### config.mk
export PLATFORM = sky130hd
export DESIGN_NAME = stack_ptr_unit
export DESIGN_NICKNAME = d
export VERILOG_FILES = /design/src/rtl/spu_pkg.sv /design/src/rtl/spu_ctrl.sv /design/src/rtl/spu_datapath.sv /design/src/rtl/stack_ptr_unit.sv
export SDC_FILE = /design/constraint.sdc
export NUM_CORES = 1
export LEC_CHECK = 0
export BUFFER_PORTS_ARGS = -buffer_cell sky130_fd_sc_hd__buf_2
export CAP_MARGIN = 5
export CORE_ASPECT_RATIO = 0.7
export CORE_UTILIZATION = 50
export CTS_BUF_LIST = sky130_fd_sc_hd__clkbuf_2
export CTS_CLUSTER_DIAMETER = 200
export DETAILED_ROUTE_END_ITERATION = 10
export PLACE_DENSITY = 0.81
export RECOVER_POWER = 25
export SYNTH_ARGS = -nofsm -noshare
export SYNTH_HDL_FRONTEND = slang
export SYNTH_HIERARCHICAL = 1
export SYNTH_SLANG_ARGS = --single-unit
### constraint.sdc
create_clock -name clk -period 4.47 [get_ports clk]
set_clock_uncertainty 0.1 [all_clocks]
set_input_delay 0.894 -clock clk [delete_from_list [all_inputs] [get_ports clk]]
set_output_delay 0.894 -clock clk [all_outputs]
set_load 0.01 [all_outputs]
### src/rtl/spu_pkg.sv
package spu_pkg;

  typedef enum logic [2:0] {
    K_NONE = 3'd0,
    K_PUSH = 3'd1,
    K_POP  = 3'd2,
    K_CALL = 3'd3,
    K_EXC  = 3'd4
  } reqKind_t;

  typedef enum logic [1:0] {
    W_DATA   = 2'd0,
    W_PCLO   = 2'd1,
    W_CALLHI = 2'd2,
    W_EXCHI  = 2'd3
  } wordSel_t;

  typedef struct packed {
    logic     accPush;   // perform a write access at the pointer
    logic     accPop;    // perform a read access below the pointer
    logic     fromCap;   // take operands from the captured request
    logic     capture;   // latch request kind and operands
    reqKind_t kind;      // kind being latched
    wordSel_t wordSel;   // which word to drive as write data
  } strobes_t;

  typedef enum logic {
    CAUSE_OVF = 1'b0,
    CAUSE_UND = 1'b1
  } cause_t;

endpackage

### src/rtl/spu_ctrl.sv
module spu_ctrl
  import spu_pkg::*;
(
  input  logic     clk,
  input  logic     rstN,
  input  logic     pushReq,
  input  logic     popReq,
  input  logic     callReq,
  input  logic     excReq,
  input  logic     limPend,
  input  logic     accTrap,
  input  reqKind_t capKind,
  output strobes_t st,
  output logic     busy
);

  typedef enum logic [1:0] {S_IDLE, S_REPLAY, S_HI} state_t;

  state_t   state, nxt;
  reqKind_t inKind;

  function automatic logic isFrame(reqKind_t k);
    return (k == K_CALL) || (k == K_EXC);
  endfunction

  // fixed priority: exception, call, push, pop
  always_comb begin
    if (excReq)       inKind = K_EXC;
    else if (callReq) inKind = K_CALL;
    else if (pushReq) inKind = K_PUSH;
    else if (popReq)  inKind = K_POP;
    else              inKind = K_NONE;
  end

  // strobes to the datapath
  always_comb begin
    reqKind_t doKind;
    st      = '0;
    st.kind = inKind;
    doKind  = K_NONE;
    unique case (state)
      S_IDLE: begin
        if (inKind != K_NONE) begin
          if (limPend) begin
            st.capture = 1'b1;
          end else begin
            st.capture = isFrame(inKind);
            doKind     = inKind;
          end
        end
      end
      S_REPLAY: begin
        if (!limPend) begin
          doKind     = capKind;
          st.fromCap = 1'b1;
        end
      end
      S_HI: begin
        if (!limPend) begin
          st.accPush = 1'b1;
          st.fromCap = 1'b1;
          st.wordSel = (capKind == K_CALL) ? W_CALLHI : W_EXCHI;
        end
      end
      default: ;
    endcase
    unique case (doKind)
      K_PUSH: begin st.accPush = 1'b1; st.wordSel = W_DATA; end
      K_POP:  begin st.accPop  = 1'b1; end
      K_CALL,
      K_EXC:  begin st.accPush = 1'b1; st.wordSel = W_PCLO; end
      default: ;
    endcase
  end

  // next state, after the datapath has judged the access
  always_comb begin
    nxt = state;
    unique case (state)
      S_IDLE: begin
        if (inKind != K_NONE) begin
          if (limPend)                         nxt = S_REPLAY;
          else if (isFrame(inKind) && !accTrap) nxt = S_HI;
        end
      end
      S_REPLAY: begin
        if (!limPend) nxt = (isFrame(capKind) && !accTrap) ? S_HI : S_IDLE;
      end
      S_HI: begin
        if (!limPend) nxt = S_IDLE;
      end
      default: nxt = S_IDLE;
    endcase
  end

  always_ff @(posedge clk) begin
    if (!rstN) state <= S_IDLE;
    else       state <= nxt;
  end

  assign busy = (state != S_IDLE);

  // an untrapped frame start leads to a busy second-word cycle
  assert_frame_goes_busy_R6: assert property (@(posedge clk) disable iff (!rstN)
    (state == S_IDLE && !limPend && (excReq || callReq) && !accTrap) |=> busy);

  // a trapped frame start returns to idle
  assert_frame_abort_R10: assert property (@(posedge clk) disable iff (!rstN)
    (state == S_IDLE && !limPend && (excReq || callReq) && accTrap) |=> !busy);

endmodule

### src/rtl/spu_datapath.sv
module spu_datapath
  import spu_pkg::*;
#(
  parameter int              DATA_W     = 16,
  parameter int              PC_W       = 23,
  parameter int              STAT_W     = 8,
  parameter logic [DATA_W-1:0] FLOOR_ADDR = 16'h0800,
  parameter logic [DATA_W-1:0] SP_RESET   = 16'h0800
) (
  input  logic              clk,
  input  logic              rstN,
  input  strobes_t          st,
  input  logic [DATA_W-1:0] pushData,
  input  logic [PC_W-1:0]   pcIn,
  input  logic [STAT_W-1:0] statusIn,
  input  logic              spWrEn,
  input  logic [DATA_W-1:0] spWrData,
  input  logic              limWrEn,
  input  logic [DATA_W-1:0] limWrData,
  output logic [DATA_W-1:0] ramAddr,
  output logic              ramWe,
  output logic [DATA_W-1:0] ramWdata,
  output logic              ramRe,
  output logic [DATA_W-1:0] spOut,
  output logic              limPend,
  output logic              accTrap,
  output cause_t            trapCause,
  output reqKind_t          capKind
);

  localparam int HI_W = PC_W - DATA_W;
  localparam logic [DATA_W-1:0] WORD_STEP = DATA_W'(2);
  localparam logic [DATA_W-1:0] ALIGN_MASK = ~DATA_W'(1);
  localparam logic [DATA_W:0]   POP_FLOOR = {1'b0, FLOOR_ADDR} + (DATA_W+1)'(2);

  logic [DATA_W-1:0] spReg, limStage, limReg;
  logic [DATA_W-1:0] capData;
  logic [PC_W-1:0]   capPc;
  logic [STAT_W-1:0] capStat;

  logic [DATA_W-1:0] srcData;
  logic [PC_W-1:0]   srcPc;
  logic [STAT_W-1:0] srcStat;
  logic [DATA_W-1:0] callHi, excHi;
  logic              isOvf, isUnd;

  // operand selection
  assign srcData = st.fromCap ? capData : pushData;
  assign srcPc   = st.fromCap ? capPc   : pcIn;
  assign srcStat = st.fromCap ? capStat : statusIn;

  assign callHi = DATA_W'(srcPc[PC_W-1:DATA_W]);
  assign excHi  = (DATA_W'(srcStat) << (DATA_W - STAT_W)) | DATA_W'(srcPc[PC_W-1:DATA_W]);

  always_comb begin
    unique case (st.wordSel)
      W_DATA:   ramWdata = srcData;
      W_PCLO:   ramWdata = srcPc[DATA_W-1:0];
      W_CALLHI: ramWdata = callHi;
      W_EXCHI:  ramWdata = excHi;
      default:  ramWdata = srcData;
    endcase
  end

  // effective address and checks
  assign ramAddr = st.accPop ? (spReg - WORD_STEP) : spReg;

  assign isOvf = st.accPush && (spReg > limReg);
  assign isUnd = (st.accPush && (spReg < FLOOR_ADDR)) ||
                 (st.accPop  && ({1'b0, spReg} < POP_FLOOR));

  assign accTrap   = isOvf || isUnd;
  assign trapCause = isUnd ? CAUSE_UND : CAUSE_OVF;

  assign ramWe = st.accPush && !accTrap;
  assign ramRe = st.accPop  && !accTrap;

  // pointer
  always_ff @(posedge clk) begin
    if (!rstN)       spReg <= SP_RESET;
    else if (spWrEn) spReg <= spWrData & ALIGN_MASK;
    else if (ramWe)  spReg <= spReg + WORD_STEP;
    else if (ramRe)  spReg <= spReg - WORD_STEP;
  end

  // limit: staged one cycle before reaching the comparator
  always_ff @(posedge clk) begin
    if (!rstN) begin
      limStage <= '1;
      limReg   <= ALIGN_MASK;
      limPend  <= 1'b0;
    end else begin
      limPend <= limWrEn;
      if (limWrEn) limStage <= limWrData & ALIGN_MASK;
      if (limPend) limReg   <= limStage;
    end
  end

  // captured request for replay and for the second frame word
  always_ff @(posedge clk) begin
    if (!rstN) begin
      capKind <= K_NONE;
      capData <= '0;
      capPc   <= '0;
      capStat <= '0;
    end else if (st.capture) begin
      capKind <= st.kind;
      capData <= pushData;
      capPc   <= pcIn;
      capStat <= statusIn;
    end
  end

  assign spOut = spReg;

  // a completed push advances the pointer by one word
  assert_push_post_inc_R2: assert property (@(posedge clk) disable iff (!rstN)
    (ramWe && !spWrEn) |=> (spReg == $past(spReg) + WORD_STEP));

  // a completed pop retreats the pointer by one word
  assert_pop_pre_dec_R2: assert property (@(posedge clk) disable iff (!rstN)
    (ramRe && !spWrEn) |=> (spReg == $past(spReg) - WORD_STEP));

  // no write lands above the limit
  assert_no_overflow_R4: assert property (@(posedge clk) disable iff (!rstN)
    ramWe |-> (ramAddr <= limReg));

  // no access lands below the floor
  assert_no_underflow_R5: assert property (@(posedge clk) disable iff (!rstN)
    (ramWe || ramRe) |-> (ramAddr >= FLOOR_ADDR));

  // a trapped access leaves the pointer alone
  assert_trap_holds_sp_R4: assert property (@(posedge clk) disable iff (!rstN)
    (accTrap && !spWrEn) |=> (spReg == $past(spReg)));

  // nothing reaches the RAM while a limit write is in flight
  assert_defer_after_limit_R8: assert property (@(posedge clk) disable iff (!rstN)
    limPend |-> !(ramWe || ramRe || accTrap));

endmodule

### src/rtl/stack_ptr_unit.sv
module stack_ptr_unit
  import spu_pkg::*;
#(
  parameter int DATA_W = 16,
  parameter int PC_W   = 23,
  parameter int STAT_W = 8
) (
  input  logic              clk,
  input  logic              rstN,
  input  logic              pushReq,
  input  logic [DATA_W-1:0] pushData,
  input  logic              popReq,
  input  logic              callReq,
  input  logic              excReq,
  input  logic [PC_W-1:0]   pcIn,
  input  logic [STAT_W-1:0] statusIn,
  input  logic              spWrEn,
  input  logic [DATA_W-1:0] spWrData,
  input  logic              limWrEn,
  input  logic [DATA_W-1:0] limWrData,
  output logic [DATA_W-1:0] ramAddr,
  output logic              ramWe,
  output logic [DATA_W-1:0] ramWdata,
  output logic              ramRe,
  output logic [DATA_W-1:0] sp,
  output logic              busy,
  output logic              trapValid,
  output logic              trapCause
);

  strobes_t st;
  logic     limPend, accTrap;
  cause_t   cause;
  reqKind_t capKind;

  spu_ctrl u_ctrl (
    .clk     (clk),
    .rstN    (rstN),
    .pushReq (pushReq),
    .popReq  (popReq),
    .callReq (callReq),
    .excReq  (excReq),
    .limPend (limPend),
    .accTrap (accTrap),
    .capKind (capKind),
    .st      (st),
    .busy    (busy)
  );

  spu_datapath #(
    .DATA_W (DATA_W),
    .PC_W   (PC_W),
    .STAT_W (STAT_W)
  ) u_dp (
    .clk       (clk),
    .rstN      (rstN),
    .st        (st),
    .pushData  (pushData),
    .pcIn      (pcIn),
    .statusIn  (statusIn),
    .spWrEn    (spWrEn),
    .spWrData  (spWrData),
    .limWrEn   (limWrEn),
    .limWrData (limWrData),
    .ramAddr   (ramAddr),
    .ramWe     (ramWe),
    .ramWdata  (ramWdata),
    .ramRe     (ramRe),
    .spOut     (sp),
    .limPend   (limPend),
    .accTrap   (accTrap),
    .trapCause (cause),
    .capKind   (capKind)
  );

  assign trapValid = accTrap;
  assign trapCause = cause;

  // read and write strobes never coincide
  assert_single_access_R9: assert property (@(posedge clk) disable iff (!rstN)
    !(ramWe && ramRe));

endmodule

==> impl_metrics.json, run 1 <==
{
  "status": "complete, but fails checks",
  "violations": "capacitance limit, slew limit",
  "power.share.switching_pct": 38.0,
  "ys_seq_area_share_pct": 31.7,
  "critical_path_class": "register to primary output",
  "cts_buffers": 9,
  "irDropWorstVdd_mv": 0.209,
  "seqPwrFrac_pct": 42.5,
  "p_switching_mw": 0.958,
  "path_clk_slew_ns": 0.29,
  "grt_first_pass_wirelength_mm": 24.4,
  "num_vias": 5626,
  "via_per_inst": 5.69,
  "p_comb_share_pct": 41.1,
  "start_util_pct": 52.6,
  "period_share_pct": 96.5,
  "drcViolationCount": 0,
  "fmax_ghz": 0.232,
  "clock_sinks": 100,
  "fin_crit_ns": 4.31,
  "drive_gt1_share_pct": 27.6,
  "relSlewSlack_pct": -43.5,
  "synth_edf_count": 0,
  "cp-start-kind": "register",
  "placement.io_buffers": 135,
  "cp_max_fo": 7,
  "p_leak_nw": 3.34,
  "ctsLongestPathBuffers": 2,
  "hold_violations": 0,
  "antenna_found_initial": 0,
  "overflow": 0,
  "root_buffer": "clkbuf_2",
  "ys_ff_latch": 100,
  "p_total_mw": 2.52,
  "tritoncts": "yes",
  "cp.required_ns": 3.48,
  "drt-total-wl_mm": 15.6,
  "setup-tns-final_ns": 0,
  "core_area_mm2": 0.0120,
  "num_rows": 33,
  "worst_pin_slew_ns": 2.15,
  "cp.arrival_ns": 3.32,
  "drv_cap": 2,
  "diodes": 0,
  "power_density_mw_per_mm2": 343,
  "gr-usage-all-layers_pct": 23.5,
  "fp.dieH_um": 96.1,
  "fin_nets": 934,
  "drv_slew": 122,
  "endpoint_kind": "primary output",
  "design_area_mm2": 0.00733,
  "async_reset_ff_share_pct": 0,
  "placed_cell_area_mm2": 0.00704,
  "area_growth_pct": 15.9,
  "hold_class": "register to register",
  "grt_pass1_vias": 5021,
  "die_area_mm2": 0.0131,
  "ant_nets": 0,
  "synth_cell_type_count": 71,
  "nFillCells": 1044,
  "routabilityCongestion": 0.913,
  "h-tree-depth": 3,
  "internal_power_mw": 1.56,
  "die_w_um": 136,
  "grt_max_degree": 75,
  "syn_area_per_cell_um2": 8.82,
  "pin_count": 140,
  "first_pass_iters": 5,
  "synth_cells": 717,
  "ys.flop_type": "dfxtp_1",
  "dp_hpwl_mm": 10.9,
  "setup_violations": 0,
  "wire_per_inst_um": 15.8,
  "whs_ns": 0.381,
  "drt_iter0_drc": 371,
  "ys_warn_count": 6,
  "power_frac_clock_pct": 16.4,
  "clkLatencyLatePin_ns": 0.57,
  "syn_area_mm2": 0.00632
}
metal layers:
layer,share of wire (%),global-route usage [%],vias to the layer above
li1,-,-,2789
met1,47,33.1,2619
met2,45,36.0,194
met3,6.3,4.84,24
met4,1.3,7.04,0
met5,0,0,-
logic make-up after synthesis:
group	after synthesis	share of synthesized area [%]
buffers and inverters	94	6.94
xor gates and xnor gates	14	1.94
other	1	0.0593
and+or+nand+nor	250	21.6
DFF	100	31.7
adders and majority gates	20	3.96
AOI/OAI and AO/OA	132	15.0
muxes	106	18.8
final timing paths:
path / start / to / slack [ns] / depth (start not counted)
worst max-delay path: u_ctrl/state[0] / ramWdata[0] / 0.16 / 10
worst min-delay path: u_dp/limStage[0] / u_dp/limStage[0] / 0.38 / 2
worst max register to register: u_ctrl/state[0] / u_dp/spOut[4] / 0.93 / 13
worst min register to register: u_dp/limStage[0] / u_dp/limStage[0] / 0.38 / 2
per-stage QoR:
stage | std cells | setup WS (ns) | utilization, %
after floorplan | 718 | 0.135 | -
after global placement | 962 | 0.202 | 58.6
after detailed placement | 962 | 0.183 | 58.6
after CTS | 986 | 0.00268 | 60.6
after global routing | 989 | -0.00106 | 61.0
final | 989 | 0.156 | 61.0
layout by cell type, fill, tap and decap left out, types with 8 or more instances in the layout:
cell type	synthesis	routed
a21oi_1	31	29
and3_1	9	9
buf_2	4	132
buf_4	5	20
clkbuf_2	0	9
dfxtp_1	100	98
ha_1	20	18
inv_1	32	30
mux2_2	14	13
mux2i_1	83	83
mux4_2	9	9
nand2_1	63	63
nand3_1	16	16
nand4_1	8	8
nor2_1	34	34
nor2b_1	54	53
nor3_1	11	11
nor4_1	11	10
o211ai_1	21	21
o21ai_0	17	17
xnor2_1	13	13
cell usage after synthesis (5+ instances only):
library cell,n,share of area (%)
o21ai_0,17,1.3
mux2i_1,83,13
nand4_1,8,0.79
buf_4,5,0.59
mux4_2,9,3.2
nor2_1,34,2.0
nor4_1,11,1.1
nor2b_1,54,5.3
dfxtp_1,100,32
a211oi_1,7,0.83
mux2_2,14,2.5
nand3_1,16,1.3
nor3_1,11,0.87
ha_1,20,4.0
xnor2_1,13,1.8
and2_1,5,0.49
clkbuf_1,35,2.1
nand3b_1,7,0.83
o31a_1,6,0.83
and3_1,9,0.89
nand2_1,63,3.7
buf_1,11,0.65
or3_1,6,0.59
o211ai_1,21,2.5
o2111ai_1,5,0.69
a21oi_1,31,2.5
inv_1,32,1.9
a31oi_1,6,0.59
and4b_1,6,0.95
critical path: stages (launching register included):
cell and delay [ns]:
dfxtp_4 0.44, inv_4 0.06, ha_4 0.18, a22oi_2 0.09
or4_4 0.57, a31oi_4 0.22, buf_6 0.15, buf_16 0.11
mux2_2 0.32, mux4_2 0.44, buf_2 0.15
sequential cells by signal, summed over array words and instances (netlist names):
name / flops
u_dp/limPend: 1
u_dp/capData: 16
u_dp/spOut: 15
u_dp/capKind: 3
u_dp/capPc: 23
u_dp/limReg: 16
u_ctrl/state: 2
u_dp/limStage: 16
u_dp/capStat: 8
power groups by stage:
stage          Clock, mW  Combinational [mW]  Sequential (mW)
6_report           0.414                1.03             1.07
5_1_grt            0.464                1.12             1.08
4_1_cts            0.434                1.00             1.07
3_5_place_dp           0               0.941             1.08
3_3_place_gp           0               0.920             1.08
2_1_floorplan          0               0.699             1.05
final cells by class:
class | instances | area, um2 | area share (%)
sequential | 100 | 2010 | 27.4
tap | 157 | 196 | 2.68
multi-input combinational | 524 | 3970 | 54.2
timing repair buffer | 160 | 932 | 12.7
clock inverter | 7 | 57.6 | 0.785
inverter | 32 | 123 | 1.67
clock buffer | 9 | 45.0 | 0.614
what timing repair did:
action,4_1_cts,5_1_grt
setup buffers,6,4
hold buffers,0,0
endpoints found under the setup margin,12,16
pin swaps,2,4
gates resized for setup,7,16
gates cloned,2,0
No activity file was read; power rests on OpenSTA's default activity.
==> run 2: changes to the inputs <==
- clock period: 4.47 -> 4.6 ns (I/O delays scaled with it)
==> run 2 against run 1 <==
The run still ends with capacitance limit, slew limit left; global-route usage down 0.75 points; design area down 1.5%; sequential power down 4%; critical path depth down 1; routed wire length down 2.6%; critical endpoint is now ramWdata[5]; largest power group unchanged; register-to-register slack better by 0.11 ns; die area unchanged; utilization down 0.91 points; clock power about the same; hold slack worse by 0.0057 ns; cell count down 0.71%.
==> impl_metrics.json, run 2 (synthesis gave the netlist of run 1 again) <==
{
  "status": "complete, but fails checks",
  "violations": "capacitance limit, slew limit",
  "met3_usage_pct": 4.74,
  "met1_usage_pct": 32.0,
  "cp-start-kind": "register",
  "clock_sinks": 100,
  "rsz0062_at_grt": "no",
  "cts_buffers": 9,
  "grt_first_pass_wirelength_mm": 23.6,
  "drcViolationCount": 0,
  "p_leak_nw": 3.28,
  "drt_iter0_drc": 368,
  "num_rows": 33,
  "top_register": "u_dp/capPc",
  "pin_count": 140,
  "overflow": 0,
  "fin_crit_ns": 4.44,
  "relSlewSlack_pct": -28.2,
  "h-tree-depth": 3,
  "drv_cap": 2,
  "tritoncts": "yes",
  "layout_commonest_cell": "buf_2",
  "period_share_pct": 96.5,
  "largest_register_ffs": 23,
  "cp_max_fo": 16,
  "hold_violations": 0,
  "path_clk_slew_ns": 0.32,
  "hold_class": "register to register",
  "root_buffer": "clkbuf_2",
  "start_util_pct": 52.6,
  "hp-start": "u_dp/limStage[3]",
  "irDropWorstVdd_mv": 0.279,
  "drv_slew": 99,
  "cp.arrival_ns": 3.42,
  "die_w_um": 136,
  "p_comb_share_pct": 40.1,
  "drt-total-wl_mm": 15.2,
  "placedCellCount": 963,
  "gr-usage-all-layers_pct": 22.7,
  "grt_use_met2_pct": 35.3,
  "drive_gt1_share_pct": 26.3,
  "power_density_mw_per_mm2": 333,
  "power_frac_clock_pct": 17.2,
  "fmax_ghz": 0.225,
  "wire_per_inst_um": 15.5,
  "fp.dieH_um": 96.1,
  "setup_violations": 0,
  "busiest_layer": "met2",
  "startpoint": "u_ctrl/state[1]",
  "diodes": 0,
  "setup-tns-final_ns": 0,
  "finalCoreUtilization_pct": 60.1,
  "p_switching_mw": 0.916,
  "core_area_mm2": 0.0120,
  "ctsLongestPathBuffers": 2,
  "critical_path_class": "register to primary output",
  "reg2reg_slack_ns": 1.04,
  "antenna_found_initial": 0,
  "routabilityCongestion": 0.900,
  "fin_cells": 982,
  "area_growth_pct": 14.2,
  "reg2reg_from": "u_ctrl/state[0]",
  "cts_hold_buf": 0,
  "die_area_mm2": 0.0131,
  "num_vias": 5587,
  "internal_power_mw": 1.49,
  "grt_pass1_vias": 4901,
  "power.share.switching_pct": 38.1,
  "placement.io_buffers": 135,
  "dp_hpwl_mm": 10.9,
  "cp.required_ns": 3.58,
  "via_per_inst": 5.69,
  "worst_pin_slew_ns": 1.92,
  "nFillCells": 1045,
  "first_pass_iters": 6,
  "final_cell_mix": "133 x buf_2, 98 x dfxtp_1, 82 x mux2i_1",
  "endpoint_kind": "primary output",
  "clkLatencyLatePin_ns": 0.58,
  "ant_nets": 0,
  "fin_nets": 927,
  "seqPwrFrac_pct": 42.7,
  "grt_max_degree": 58
}
[run 2: cell types whose count changed in the layout (fill, tap and decap cells not counted), moves of 2 or more]
cell,previous run,this run
clkbuf_1,1,4
inv_8,1,3
buf_4,20,14
inv_1,30,32
buf_6,4,0
[run 2: metal layers]
layer | wire length (um) | vias up
li1 | - | 2773
met1 | 7180 | 2597
met2 | 6830 | 200
met3 | 1020 | 17
met4 | 180 | 0
met5 | 0 | -
[run 2: repair_timing]
action	4_1_cts	5_1_grt
setup buffers	1	1
resized for setup	3	7
setup endpoints to repair	7	13
pin swaps	1	4
cloned	1	0
[run 2: power groups by stage]
stage	clock network (mW)	logic [mW]	registers (mW)
3_3_place_gp	0	0.907	1.04
2_1_floorplan	0	0.679	1.02
4_1_cts	0.432	0.951	1.03
5_1_grt	0.458	1.05	1.04
6_report	0.414	0.965	1.03
3_5_place_dp	0	0.926	1.04
[run 2: through the flow]
stage	hold WS, ns	power [mW]	area [um2]	setup WS [ns]
4_1_cts	0.378	2.41	7190	0.0235
2_1_floorplan	0.330	1.70	6330	0.213
3_5_place_dp	0.358	1.97	7040	0.219
6_report	0.375	2.41	7220	0.160
3_3_place_gp	0.343	1.95	7040	0.257
5_1_grt	0.363	2.55	7220	0.00804
[run 2: worst max-delay path, stage by stage (launching register included)]
cell and delay, ns:
dfxtp_2 0.41, inv_1 0.09, ha_4 0.20, and2_1 0.19
or4_4 0.58, a31oi_4 0.22, buf_12 0.18, mux2_2 0.34
mux4_2 0.46, buf_2 0.16
[run 2: path summary, 6_finish.rpt]
path                     to  cells after the start
max reg2reg   u_dp/spOut[5]                     13
min          u_dp/limReg[3]                      2
min reg2reg  u_dp/limReg[3]                      2
max             ramWdata[5]                      9
[run 2: cell type report]
| type | instances | area (um2) | area share [%] |
|---|---|---|---|
| Multi-Input combinational cell | 524 | 3950 | 54.7 |
| Inverter | 32 | 120 | 1.66 |
| Clock buffer | 9 | 45.0 | 0.623 |
| Sequential cell | 100 | 2010 | 27.8 |
| Clock inverter | 7 | 65.1 | 0.901 |
| Timing Repair Buffer | 153 | 838 | 11.6 |
| Tap cell | 157 | 196 | 2.72 |
